$ cat config.mk
export PLATFORM = sky130hd
export DESIGN_NAME = boot_swap_decoder
export DESIGN_NICKNAME = d
export VERILOG_FILES = /design/src/rtl/bsd_pkg.sv /design/src/rtl/bsd_regs.sv /design/src/rtl/bsd_access_cls.sv /design/src/rtl/bsd_seg_dec.sv /design/src/rtl/bsd_wr_gate.sv /design/src/rtl/boot_swap_decoder.sv
export SDC_FILE = /design/constraint.sdc
export NUM_CORES = 1
export LEC_CHECK = 0
export BUFFER_PORTS_ARGS = -buffer_cell sky130_fd_sc_hd__buf_2
export CORE_MARGIN = 1
export CORE_UTILIZATION = 44
export DETAILED_ROUTE_END_ITERATION = 6
export MAX_ROUTING_LAYER = met4
export PLACE_DENSITY = 0.93
export SYNTH_ARGS = -nofsm -noshare
export SYNTH_HDL_FRONTEND = slang
export SYNTH_HIERARCHICAL = 1
export SYNTH_SLANG_ARGS = --single-unit
$ cat constraint.sdc
create_clock -name clk -period 8.5 [get_ports clk]
set_clock_uncertainty 0.05 [all_clocks]
set_input_delay 2.125 -clock clk [delete_from_list [all_inputs] [get_ports clk]]
set_output_delay 2.125 -clock clk [all_outputs]
set_load 0.05 [all_outputs]
$ cat src/rtl/bsd_pkg.sv
package bsd_pkg;

    typedef enum logic [1:0] {
        ACC_IDLE,
        ACC_FETCH,
        ACC_READ,
        ACC_WRITE
    } acc_kind_t;

    // placement register fields
    localparam int MODE_SEC_PROG  = 1;
    localparam int MODE_MAIN_PROG = 2;
    localparam int MODE_SEC_DATA  = 3;
    localparam int MODE_MAIN_DATA = 4;

    // page register fields
    localparam int PAGE_UNLOCK = 6;
    localparam int PAGE_SWAP   = 7;

    localparam logic [7:0] MODE_RESET = 8'h12;
    localparam logic [7:0] PAGE_RESET = 8'h00;

    localparam logic SEL_MODE = 1'b0;
    localparam logic SEL_PAGE = 1'b1;

endpackage

$ cat src/rtl/bsd_regs.sv
module bsd_regs
    import bsd_pkg::*;
#(
    parameter int REG_W = 8
) (
    input  logic             clk,
    input  logic             rst_n,
    input  logic             we,
    input  logic             sel,
    input  logic [REG_W-1:0] wdata,
    output logic [REG_W-1:0] mode_q,
    output logic [REG_W-1:0] page_q
);

    always_ff @(posedge clk or negedge rst_n) begin
        if (!rst_n) begin
            mode_q <= REG_W'(MODE_RESET);
            page_q <= REG_W'(PAGE_RESET);
        end else if (we) begin
            if (sel == SEL_MODE) mode_q <= wdata;
            else                 page_q <= wdata;
        end
    end

endmodule

$ cat src/rtl/bsd_access_cls.sv
module bsd_access_cls
    import bsd_pkg::*;
(
    input  logic      prog_rd,
    input  logic      data_rd,
    input  logic      data_wr,
    output acc_kind_t kind
);

    always_comb begin
        if (prog_rd)      kind = ACC_FETCH;
        else if (data_wr) kind = ACC_WRITE;
        else if (data_rd) kind = ACC_READ;
        else              kind = ACC_IDLE;
    end

endmodule

$ cat src/rtl/bsd_seg_dec.sv
module bsd_seg_dec #(
    parameter int          ADDR_W = 20,
    parameter int          SEG_W  = 16,
    parameter int          SEGS   = 8,
    parameter int unsigned BASE   = 0
) (
    input  logic              en,
    input  logic [ADDR_W-1:0] addr,
    output logic [SEGS-1:0]   hit
);

    localparam int TAG_W = ADDR_W - SEG_W;

    logic [TAG_W-1:0] tag;
    logic             unused_low_bits;

    assign tag             = addr[ADDR_W-1:SEG_W];
    assign unused_low_bits = ^addr[SEG_W-1:0];

    for (genvar i = 0; i < SEGS; i++) begin : g_seg
        localparam logic [TAG_W-1:0] SEG_TAG = TAG_W'((BASE >> SEG_W) + i);
        assign hit[i] = en && (tag == SEG_TAG);
    end

endmodule

$ cat src/rtl/bsd_wr_gate.sv
module bsd_wr_gate
    import bsd_pkg::*;
(
    input  acc_kind_t kind,
    input  logic      any_cs,
    input  logic      boot_cs,
    input  logic      unlock,
    output logic      mem_rd,
    output logic      mem_wr
);

    always_comb begin
        mem_rd = 1'b0;
        mem_wr = 1'b0;
        unique case (kind)
            ACC_FETCH,
            ACC_READ:  mem_rd = any_cs;
            ACC_WRITE: mem_wr = any_cs && (!boot_cs || unlock);
            ACC_IDLE:  ;
        endcase
    end

endmodule

$ cat src/rtl/boot_swap_decoder.sv
module boot_swap_decoder
    import bsd_pkg::*;
#(
    parameter int          ADDR_W     = 20,
    parameter int          REG_W      = 8,
    parameter int          MAIN_SEGS  = 8,
    parameter int          MAIN_SEG_W = 16,
    parameter int          SEC_SEGS   = 4,
    parameter int          SEC_SEG_W  = 13,
    parameter int          SRAM_W     = 13,
    parameter int unsigned SEC_BASE   = 32'h8_0000,
    parameter int unsigned SRAM_BASE  = 32'h9_0000
) (
    input  logic                 clk,
    input  logic                 rst_n,
    input  logic                 reg_we,
    input  logic                 reg_sel,
    input  logic [REG_W-1:0]     reg_wdata,
    input  logic [ADDR_W-1:0]    addr,
    input  logic                 prog_rd,
    input  logic                 data_rd,
    input  logic                 data_wr,
    output logic [MAIN_SEGS-1:0] cs_main,
    output logic [SEC_SEGS-1:0]  cs_sec,
    output logic                 cs_sram,
    output logic                 mem_rd,
    output logic                 mem_wr,
    output logic [REG_W-1:0]     mode_q,
    output logic [REG_W-1:0]     page_q
);

    localparam int BOOT_SEGS = SEC_SEGS / 2;
    localparam int EXT_SEGS  = SEC_SEGS - BOOT_SEGS;

    acc_kind_t            kind;
    logic                 is_fetch;
    logic                 is_data;
    logic                 swap;
    logic                 unlock;
    logic [MAIN_SEGS-1:0] main_raw;
    logic [BOOT_SEGS-1:0] boot_raw;
    logic [BOOT_SEGS-1:0] boot_sel;
    logic [SEC_SEGS-1:0]  sec_raw;
    logic [SEC_SEGS-1:0]  sec_mask;
    logic [0:0]           sram_raw;
    logic                 main_en;

    bsd_regs #(.REG_W(REG_W)) u_regs (
        .clk    (clk),
        .rst_n  (rst_n),
        .we     (reg_we),
        .sel    (reg_sel),
        .wdata  (reg_wdata),
        .mode_q (mode_q),
        .page_q (page_q)
    );

    bsd_access_cls u_cls (
        .prog_rd (prog_rd),
        .data_rd (data_rd),
        .data_wr (data_wr),
        .kind    (kind)
    );

    assign is_fetch = (kind == ACC_FETCH);
    assign is_data  = (kind == ACC_READ) || (kind == ACC_WRITE);
    assign swap     = page_q[PAGE_SWAP];
    assign unlock   = page_q[PAGE_UNLOCK];

    // boot window in program space, removed by the exchange bit
    bsd_seg_dec #(
        .ADDR_W (ADDR_W), .SEG_W (SEC_SEG_W), .SEGS (BOOT_SEGS), .BASE (0)
    ) u_boot_dec (
        .en   (is_fetch && mode_q[MODE_SEC_PROG] && !swap),
        .addr (addr),
        .hit  (boot_raw)
    );
    assign boot_sel = boot_raw;

    // main flash, either space
    assign main_en = (is_fetch && mode_q[MODE_MAIN_PROG] && !(|boot_sel))
                   || (is_data && mode_q[MODE_MAIN_DATA]);

    bsd_seg_dec #(
        .ADDR_W (ADDR_W), .SEG_W (MAIN_SEG_W), .SEGS (MAIN_SEGS), .BASE (0)
    ) u_main_dec (
        .en   (main_en),
        .addr (addr),
        .hit  (main_raw)
    );
    assign cs_main = main_raw;

    // secondary flash in data space
    bsd_seg_dec #(
        .ADDR_W (ADDR_W), .SEG_W (SEC_SEG_W), .SEGS (SEC_SEGS), .BASE (SEC_BASE)
    ) u_sec_dec (
        .en   (is_data && mode_q[MODE_SEC_DATA]),
        .addr (addr),
        .hit  (sec_raw)
    );

    for (genvar n = 0; n < SEC_SEGS; n++) begin : g_sec_mask
        if (n < BOOT_SEGS) begin : g_boot
            assign sec_mask[n] = 1'b1;
        end else begin : g_ext
            assign sec_mask[n] = swap;
        end
    end

    assign cs_sec = (sec_raw & sec_mask) | {{EXT_SEGS{1'b0}}, boot_sel};

    // SRAM at a fixed data window
    bsd_seg_dec #(
        .ADDR_W (ADDR_W), .SEG_W (SRAM_W), .SEGS (1), .BASE (SRAM_BASE)
    ) u_sram_dec (
        .en   (is_data),
        .addr (addr),
        .hit  (sram_raw)
    );
    assign cs_sram = sram_raw[0];

    bsd_wr_gate u_gate (
        .kind    (kind),
        .any_cs  ((|cs_main) || (|cs_sec) || cs_sram),
        .boot_cs (|cs_sec[BOOT_SEGS-1:0]),
        .unlock  (unlock),
        .mem_rd  (mem_rd),
        .mem_wr  (mem_wr)
    );

endmodule

==> results of run 1 <==
stage by stage:
step	setup WS (ns)	cell area, um^2	total power [mW]
after floorplan	1.05	1000	0.168
after global placement	1.61	1280	0.192
after detailed placement	1.49	1280	0.195
after CTS	1.49	1320	0.244
after global routing	1.25	1320	0.252
final	1.49	1320	0.241
layout make-up:
type                       count  area [um^2]
timing repair buffer          52          260
clock buffer                   4         36.3
inverter                       1         3.75
fill                         177          726
tap                           27         33.8
sequential                    16          403
multi-input combinational     68          579
placed cells by master, fill, tap and decap left out, types with 4 or more instances in the layout:
master    synthesis  routed
nand2_1           5       5
buf_2             0      52
mux2_4            8       8
mux2_2            8       8
dfrtp_1          14      14
nand2b_1          4       4
nor2_1            8       8
path summary, 6_finish.rpt:
| path | from | end | slack [ns] | cells after the start |
|---|---|---|---|---|
| setup reg to reg | u_regs/page_q[7]$_DFFE_PN0P_ | u_regs/page_q[7]$_DFFE_PN0P_ | 7.62 | 1 |
| hold reg to reg | u_regs/page_q[3]$_DFFE_PN0P_ | u_regs/page_q[3]$_DFFE_PN0P_ | 0.46 | 1 |
| max in group asynchronous | rst_n | u_regs/mode_q[4]$_DFFE_PN1P_ | 6.41 | 1 |
| setup / recovery | data_wr | mem_rd | 1.49 | 13 |
| hold / removal | u_regs/page_q[3]$_DFFE_PN0P_ | u_regs/page_q[3]$_DFFE_PN0P_ | 0.46 | 1 |
| min in group asynchronous | rst_n | u_regs/mode_q[5]$_DFFE_PN0P_ | 1.68 | 1 |
routing by layer:
layer | GRT usage [%] | vias up | part of all wire, %
li1 | - | 427 | -
met1 | 23.6 | 429 | 41
met2 | 37.6 | 56 | 51
met3 | 1.85 | 4 | 6.5
met4 | 8.57 | 0 | 1.8
met5 | - | - | 0
sequential cells by signal, summed over array words and instances (netlist names):
register and count:
u_regs/page_q 8, u_regs/mode_q 8
cells by family (layout without fill, tap and decap cells):
group                    after synthesis  count (layout)  synth area share, %
multiplexers                          16              16                 21.0
AND/OR/NAND/NOR                       47              47                 32.4
flip-flops                            16              16                 40.3
AO/OA/AOI/OAI                          4               4                 3.25
buffers and inverters                  3              57                 1.87
adder cells (fa/ha/maj)                1               1                 1.25
power by group through the flow:
| stage | clock [mW] | sequential [mW] | combinational (mW) |
|---|---|---|---|
| 3_3_place_gp | 0 | 0.0966 | 0.0959 |
| 4_1_cts | 0.0498 | 0.0960 | 0.0980 |
| 5_1_grt | 0.0520 | 0.0978 | 0.103 |
| 3_5_place_dp | 0 | 0.0972 | 0.0979 |
| 6_report | 0.0479 | 0.0958 | 0.0976 |
| 2_1_floorplan | 0 | 0.137 | 0.0316 |
cell usage after synthesis (2+ instances only):
cell type	number
nor4_1	3
nand2_1	5
or4_4	2
nand2b_1	4
dfrtp_1	14
or2_1	3
dfstp_2	2
and2_1	3
nor3_1	2
mux2_4	8
nor2_1	8
mux2_2	8
nor4_2	2
or4_1	3
worst max-delay path, cell delays in order:
cell and delay (ns):
buf_2 0.10, o21ba_1 0.24, nor4bb_1 0.31, nand2b_1 0.15
nor4b_2 0.33, o41ai_1 0.15, nand3b_1 0.17, nor3_1 0.08
or4_1 0.53, nor3_1 0.14, nand3_1 0.12, and2_2 0.18
buf_2 0.20
==> reports/metrics.yaml, run 1 <==
grt-ovfl-total: 0
core_area_um2: 2040
critical_path_peak_fanout: 6
synth_edf_count: 0
layout_min_cycle_time_ns: 7.01
hold_slack_ns: 0.460
synth-warning-count: 6
totalWireLength_um: 2290
timing.final.max_slew_violations: 0
cts.path.max_buffers: 2
report.final.hold_viol_count: 0
die_x_um: 49.7
layoutNonFillerInstCount: 168
intPower_mw: 0.145
max_slew_margin_pct: 73.9
cap_violations: 0
synthesis.instances: 87
switching_share_pct: 39.9
cp_data_arrival_time_ns: 4.83
hold_buffers: 0
grt_first_pass_wirelength_um: 3920
grt_start_max_net_pins: 17
std_cell_rows: 16
wl_per_cell_um: 13.6
crit_path_end_kind: "output port"
avgSynthCellArea_um2: 11.5
total_leakage_power_nw: 0.660
first_pass_iters: 4
dp_hpwl_um: 1860
place.gp.congestion: 0.801
clk_pin_slew_ns: 0.08
ys_ff_latch: 16
power.switching_mw: 0.0963
clock.fmax_mhz: 143
tritoncts.num_buffers: 3
worst_pin_slew_ns: 0.386
synth-main-ff-cell: "dfrtp_1"
cts_max_level: 1
die-area_um2: 2470
status: "finished clean"
synth.top_cell.area_share_pct: 35.0
io_buffers: 52
nets: 178
dr.first_iter.drc_count: 17
num_io_pins: 66
placedCellCount: 164
cts_tree: "built"
final.period_utilization_pct: 82.4
cts_num_sinks: 16
drc_errors: 0
latest_clock_arrival_within_the_worst_skew_pair_ns: 0.28
power_frac_seq_pct: 39.7
route.detailed.vias_per_inst: 5.45
comb_power_share_pct: 40.5
antenna_cells: 0
cp_data_required_time_ns: 6.33
vias_in_the_first_global_route: 920
synth_area_leaders: "dfrtp_1 (35%), mux2_4 (12%), mux2_2 (9.0%)"
finalSetupViolCount: 0
grt_antenna_before_repair: 0
number_of_distinct_library_cells_after_synthesis: 34
number_of_nets_in_the_synthesized_netlist: 123
die-height_um: 49.7
grt_setup_unrepaired: "no"
post_cts_setup_buffers: 0
ctsResizeCount: 0
start_util_pct: 49.0
post_route_cells_drive_above_1_share_pct: 60.3
ant_nets_after_route: 0
cts.root.buffer_cell: "clkbuf_4"
power_density_over_cell_area_nw_per_um2: 183
min_path_type: "flip-flop to flip-flop"
ir_drop_worst_vdd_uv: 144
dr_total_vias: 916
cp-start-kind: "primary input"
synthesis.area_um2: 1000
finalSetupTns_ns: 0
final_core_utilization_pct: 64.5
power.share.clock_pct: 19.8
grt_util_all_layers_pct: 20.9
async_flop_share_pct: 100
synth_area_leader_cell: "dfrtp_1"
synth_seq_area_share_pct: 40.3
area_growth_syn_to_layout_pct: 31.5
timing.setup.critical_path_class: "primary input to output port"
Power figures use the tool's default switching activity.
==> run 2, diff against run 1 <==
--- a/config.mk
+++ b/config.mk
@@ -5,12 +5,13 @@
 export SDC_FILE = /design/constraint.sdc
 export NUM_CORES = 1
 export LEC_CHECK = 0
+export ABC_AREA = 1
 export BUFFER_PORTS_ARGS = -buffer_cell sky130_fd_sc_hd__buf_2
 export CORE_MARGIN = 1
-export CORE_UTILIZATION = 44
+export CORE_UTILIZATION = 42
 export DETAILED_ROUTE_END_ITERATION = 6
 export MAX_ROUTING_LAYER = met4
-export PLACE_DENSITY = 0.93
+export PLACE_DENSITY = 0.88
 export SYNTH_ARGS = -nofsm -noshare
 export SYNTH_HDL_FRONTEND = slang
 export SYNTH_HIERARCHICAL = 1
==> constraint.sdc (replaced) <==
create_clock -name clk -period 7.1 [get_ports clk]
set_clock_uncertainty 0.05 [all_clocks]
set_input_delay 1.775 -clock clk [delete_from_list [all_inputs] [get_ports clk]]
set_output_delay 1.775 -clock clk [all_outputs]
set_load 0.05 [all_outputs]
==> run 2 against run 1 <==
Hold slack lost 0.031 ns. Sequential cell count stayed put. Synthesized cell count increased by 92%. First-iteration DRC count grew 18%. Largest power group is now sequential cells. Critical endpoint is now mem_wr. Register-to-register slack got worse by 1.3 ns. Non-clock buffer count unchanged. Global-route usage down 0.23 points. Die area is 13% higher.
==> reports/metrics.yaml, run 2 <==
worst_r2r_endpoint: "u_regs/mode_q[1]$_DFFE_PN1P_"
postLayoutSetupSlackWorst_ns: 1.38  # -0.114 ns
status: "finished clean"
clock.fmax_mhz: 175
mostFrequentLayoutCell: "nand2_1"
layout_common_cells: "nand2_1 (57), buf_2 (52), nor2_1 (27)"
post-synth-top-count-cell: "nand2_1"
power_frac_seq_pct: 42.8  # +3.1 points
cap_violations: 0  # unchanged
synth_edf_count: 0  # unchanged
cts.root.buffer_cell: "clkbuf_4"
dp_hpwl_um: 1960  # +5.1%
num_io_pins: 66  # unchanged
core_area_um2: 2450  # +20%
critical_path_peak_fanout: 5  # -1
wl_per_cell_um: 9.66  # -29%
area_growth_syn_to_layout_pct: 26.4
number_of_nets_in_the_synthesized_netlist: 203  # +65%
ir_drop_worst_vdd_uv: 161  # +11%
layout_min_cycle_time_ns: 5.72
cts_max_level: 1  # unchanged
grt_util_all_layers_pct: 20.7  # -0.23 points
cp-start-kind: "primary input"
die-area_um2: 2790  # +13%
synthesis.instances: 167  # +92%
final.period_utilization_pct: 80.6
synthesis.area_um2: 1080  # +8.2%
place.gp.congestion: 0.755  # -5.7%
ant_nets_after_route: 0  # unchanged
pre_cts_slack_ns: 1.35  # -0.143 ns
hold_path.startpoint: "u_regs/page_q[2]$_DFFE_PN0P_"
synth_area_leader_cell: "dfrtp_1"
met3_wirelength_um: 148  # unchanged
hold_slack_ns: 0.429  # -0.0315 ns
cp_data_required_time_ns: 5.28  # -1.05 ns
cp_data_arrival_time_ns: 3.90  # -0.93 ns
route.met2.wl_um: 1200  # +3.5%
nets: 256  # +44%
min_path_type: "flip-flop to flip-flop"
report.final.hold_viol_count: 0  # unchanged
ctsResizeCount: 0  # unchanged
crit_path_end_kind: "output port"
power_density_over_cell_area_nw_per_um2: 189  # +3.3%
wl_met1_um: 1060  # +12%
ff2ff_path_depth: 2  # +1
route.detailed.vias_per_inst: 4.65  # -15%
design_area_um2: 1370  # +4.1%
finalSetupTns_ns: 0  # unchanged
comb_power_share_pct: 38.6  # -1.9 points
hold_buffers: 0  # unchanged
drc_errors: 0  # unchanged
tritoncts.num_buffers: 3  # unchanged
antenna_cells: 0  # unchanged
final_core_utilization_pct: 55.8  # -8.7 points
largestRegisters: "u_regs/mode_q x8, u_regs/page_q x8"
synth_seq_area_share_pct: 37.2  # -3.1 points
grt_first_pass_wirelength_um: 4110  # +4.7%
synth.top_cell.area_share_pct: 32.3  # -2.7 points
grt_antenna_before_repair: 0  # unchanged
intPower_mw: 0.149  # +3.0%
timing.setup.critical_path_class: "primary input to output port"
async_flop_share_pct: 100  # unchanged
cts_tree: "built"
post_cts_setup_buffers: 0  # unchanged
die-height_um: 52.8  # +6.2%
rr_startpoint: "u_regs/mode_q[1]$_DFFE_PN1P_"
r2r_setup_slack_ns: 6.33  # -1.29 ns
placedCellCount: 245  # +49%
clk_pin_slew_ns: 0.09  # about the same
dr_total_vias: 1159  # +27%
cts_num_sinks: 16  # unchanged
placement.cell_area_um2: 1340  # +5.0%
power.total_mw: 0.259  # +7.5%
layoutNonFillerInstCount: 249  # +48%
power.switching_mw: 0.110  # +14%
hold_endpoint: "u_regs/page_q[2]$_DFFE_PN0P_"
post_route_cells_drive_above_1_share_pct: 31.5  # -29 points
vias_in_the_first_global_route: 1022  # +11%
die_x_um: 52.8  # +6.2%
timing.hold.worst_path_depth: 2  # +1
start_util_pct: 44.1  # -4.9 points
power.share.clock_pct: 18.6  # -1.2 points
max_slew_margin_pct: 76.8  # +2.9 points
synth-warning-count: 6  # unchanged
first_pass_iters: 4  # unchanged
totalWireLength_um: 2410  # +5.0%
synth_area_leaders: "dfrtp_1 (32%), nand2_1 (20%), nand3_1 (9.7%)"
ys_top_cells_by_count: "nand2_1 (57), nor2_1 (27), inv_1 (26)"
total_leakage_power_nw: 0.866  # +31%
grt_start_max_net_pins: 19  # +2
dr.max_layer_used: "met4"
finalSetupViolCount: 0  # unchanged
synth-main-ff-cell: "dfrtp_1"
worst_pin_slew_ns: 0.348  # -0.0379 ns
cts.path.max_buffers: 2  # unchanged
timing.final.max_slew_violations: 0  # unchanged
grt-ovfl-total: 0  # unchanged
grt_setup_unrepaired: "no"
std_cell_rows: 18  # +2
latest_clock_arrival_within_the_worst_skew_pair_ns: 0.27  # about the same
avgSynthCellArea_um2: 6.49  # -44%
switching_share_pct: 42.5  # +2.5 points
dr.first_iter.drc_count: 20  # +3
io_buffers: 52  # unchanged
number_of_distinct_library_cells_after_synthesis: 18  # -47%
ys_ff_latch: 16  # unchanged
## run 2: logic make-up after synthesis
logic type / synth area share, %
flip-flops: 37.2
AO/OA/AOI/OAI: 1.27
AND/OR/NAND/NOR: 46.9
buffers and inverters: 13.5
adder cells (fa/ha/maj): 1.15
## run 2: layout make-up
| type | count | area, um^2 |
|---|---|---|
| Clock buffer | 4 | 26.3 |
| Fill cell | 252 | 1080 |
| Timing Repair Buffer | 52 | 260 |
| Sequential cell | 16 | 403 |
| Tap cell | 30 | 37.5 |
| Multi-Input combinational cell | 120 | 534 |
| Inverter | 27 | 109 |
## run 2: metal layers
metal / GRT usage, % / vias to the layer above
li1: - / 607
met1: 24.8 / 510
met2: 35.7 / 40
met3: 1.74 / 2
met4: 8.33 / 0
met5: - / -
## run 2: worst max-delay path: stages
cell	delay, ns
buf_2	0.10
nor2_1	0.28
inv_1	0.07
nand2_1	0.10
nor3b_2	0.05
nand3_1	0.11
nor2_1	0.05
inv_1	0.07
nand3_1	0.07
o21ai_1	0.20
nand3_1	0.19
nor2_1	0.18
nor2_1	0.06
nand2_1	0.05
nor2_1	0.04
nand3_1	0.07
nand2_1	0.06
a21oi_2	0.09
buf_2	0.26
## run 2: worst max-delay path by stage
stage / depth (start not counted) / start / to
floorplan: 18 / data_wr / mem_wr
global placement: 20 / data_wr / mem_wr
detailed placement: 19 / prog_rd / mem_wr
CTS: 19 / prog_rd / mem_wr
global route: 20 / data_wr / mem_wr
finish: 19 / prog_rd / mem_wr
## run 2: power groups by stage
stage,sequential [mW],combinational (mW),clock (mW)
2_1_floorplan,0.153,0.0333,0
3_3_place_gp,0.113,0.0991,0
3_5_place_dp,0.113,0.101,0
4_1_cts,0.111,0.101,0.0501
5_1_grt,0.113,0.109,0.0555
6_report,0.111,0.100,0.0482
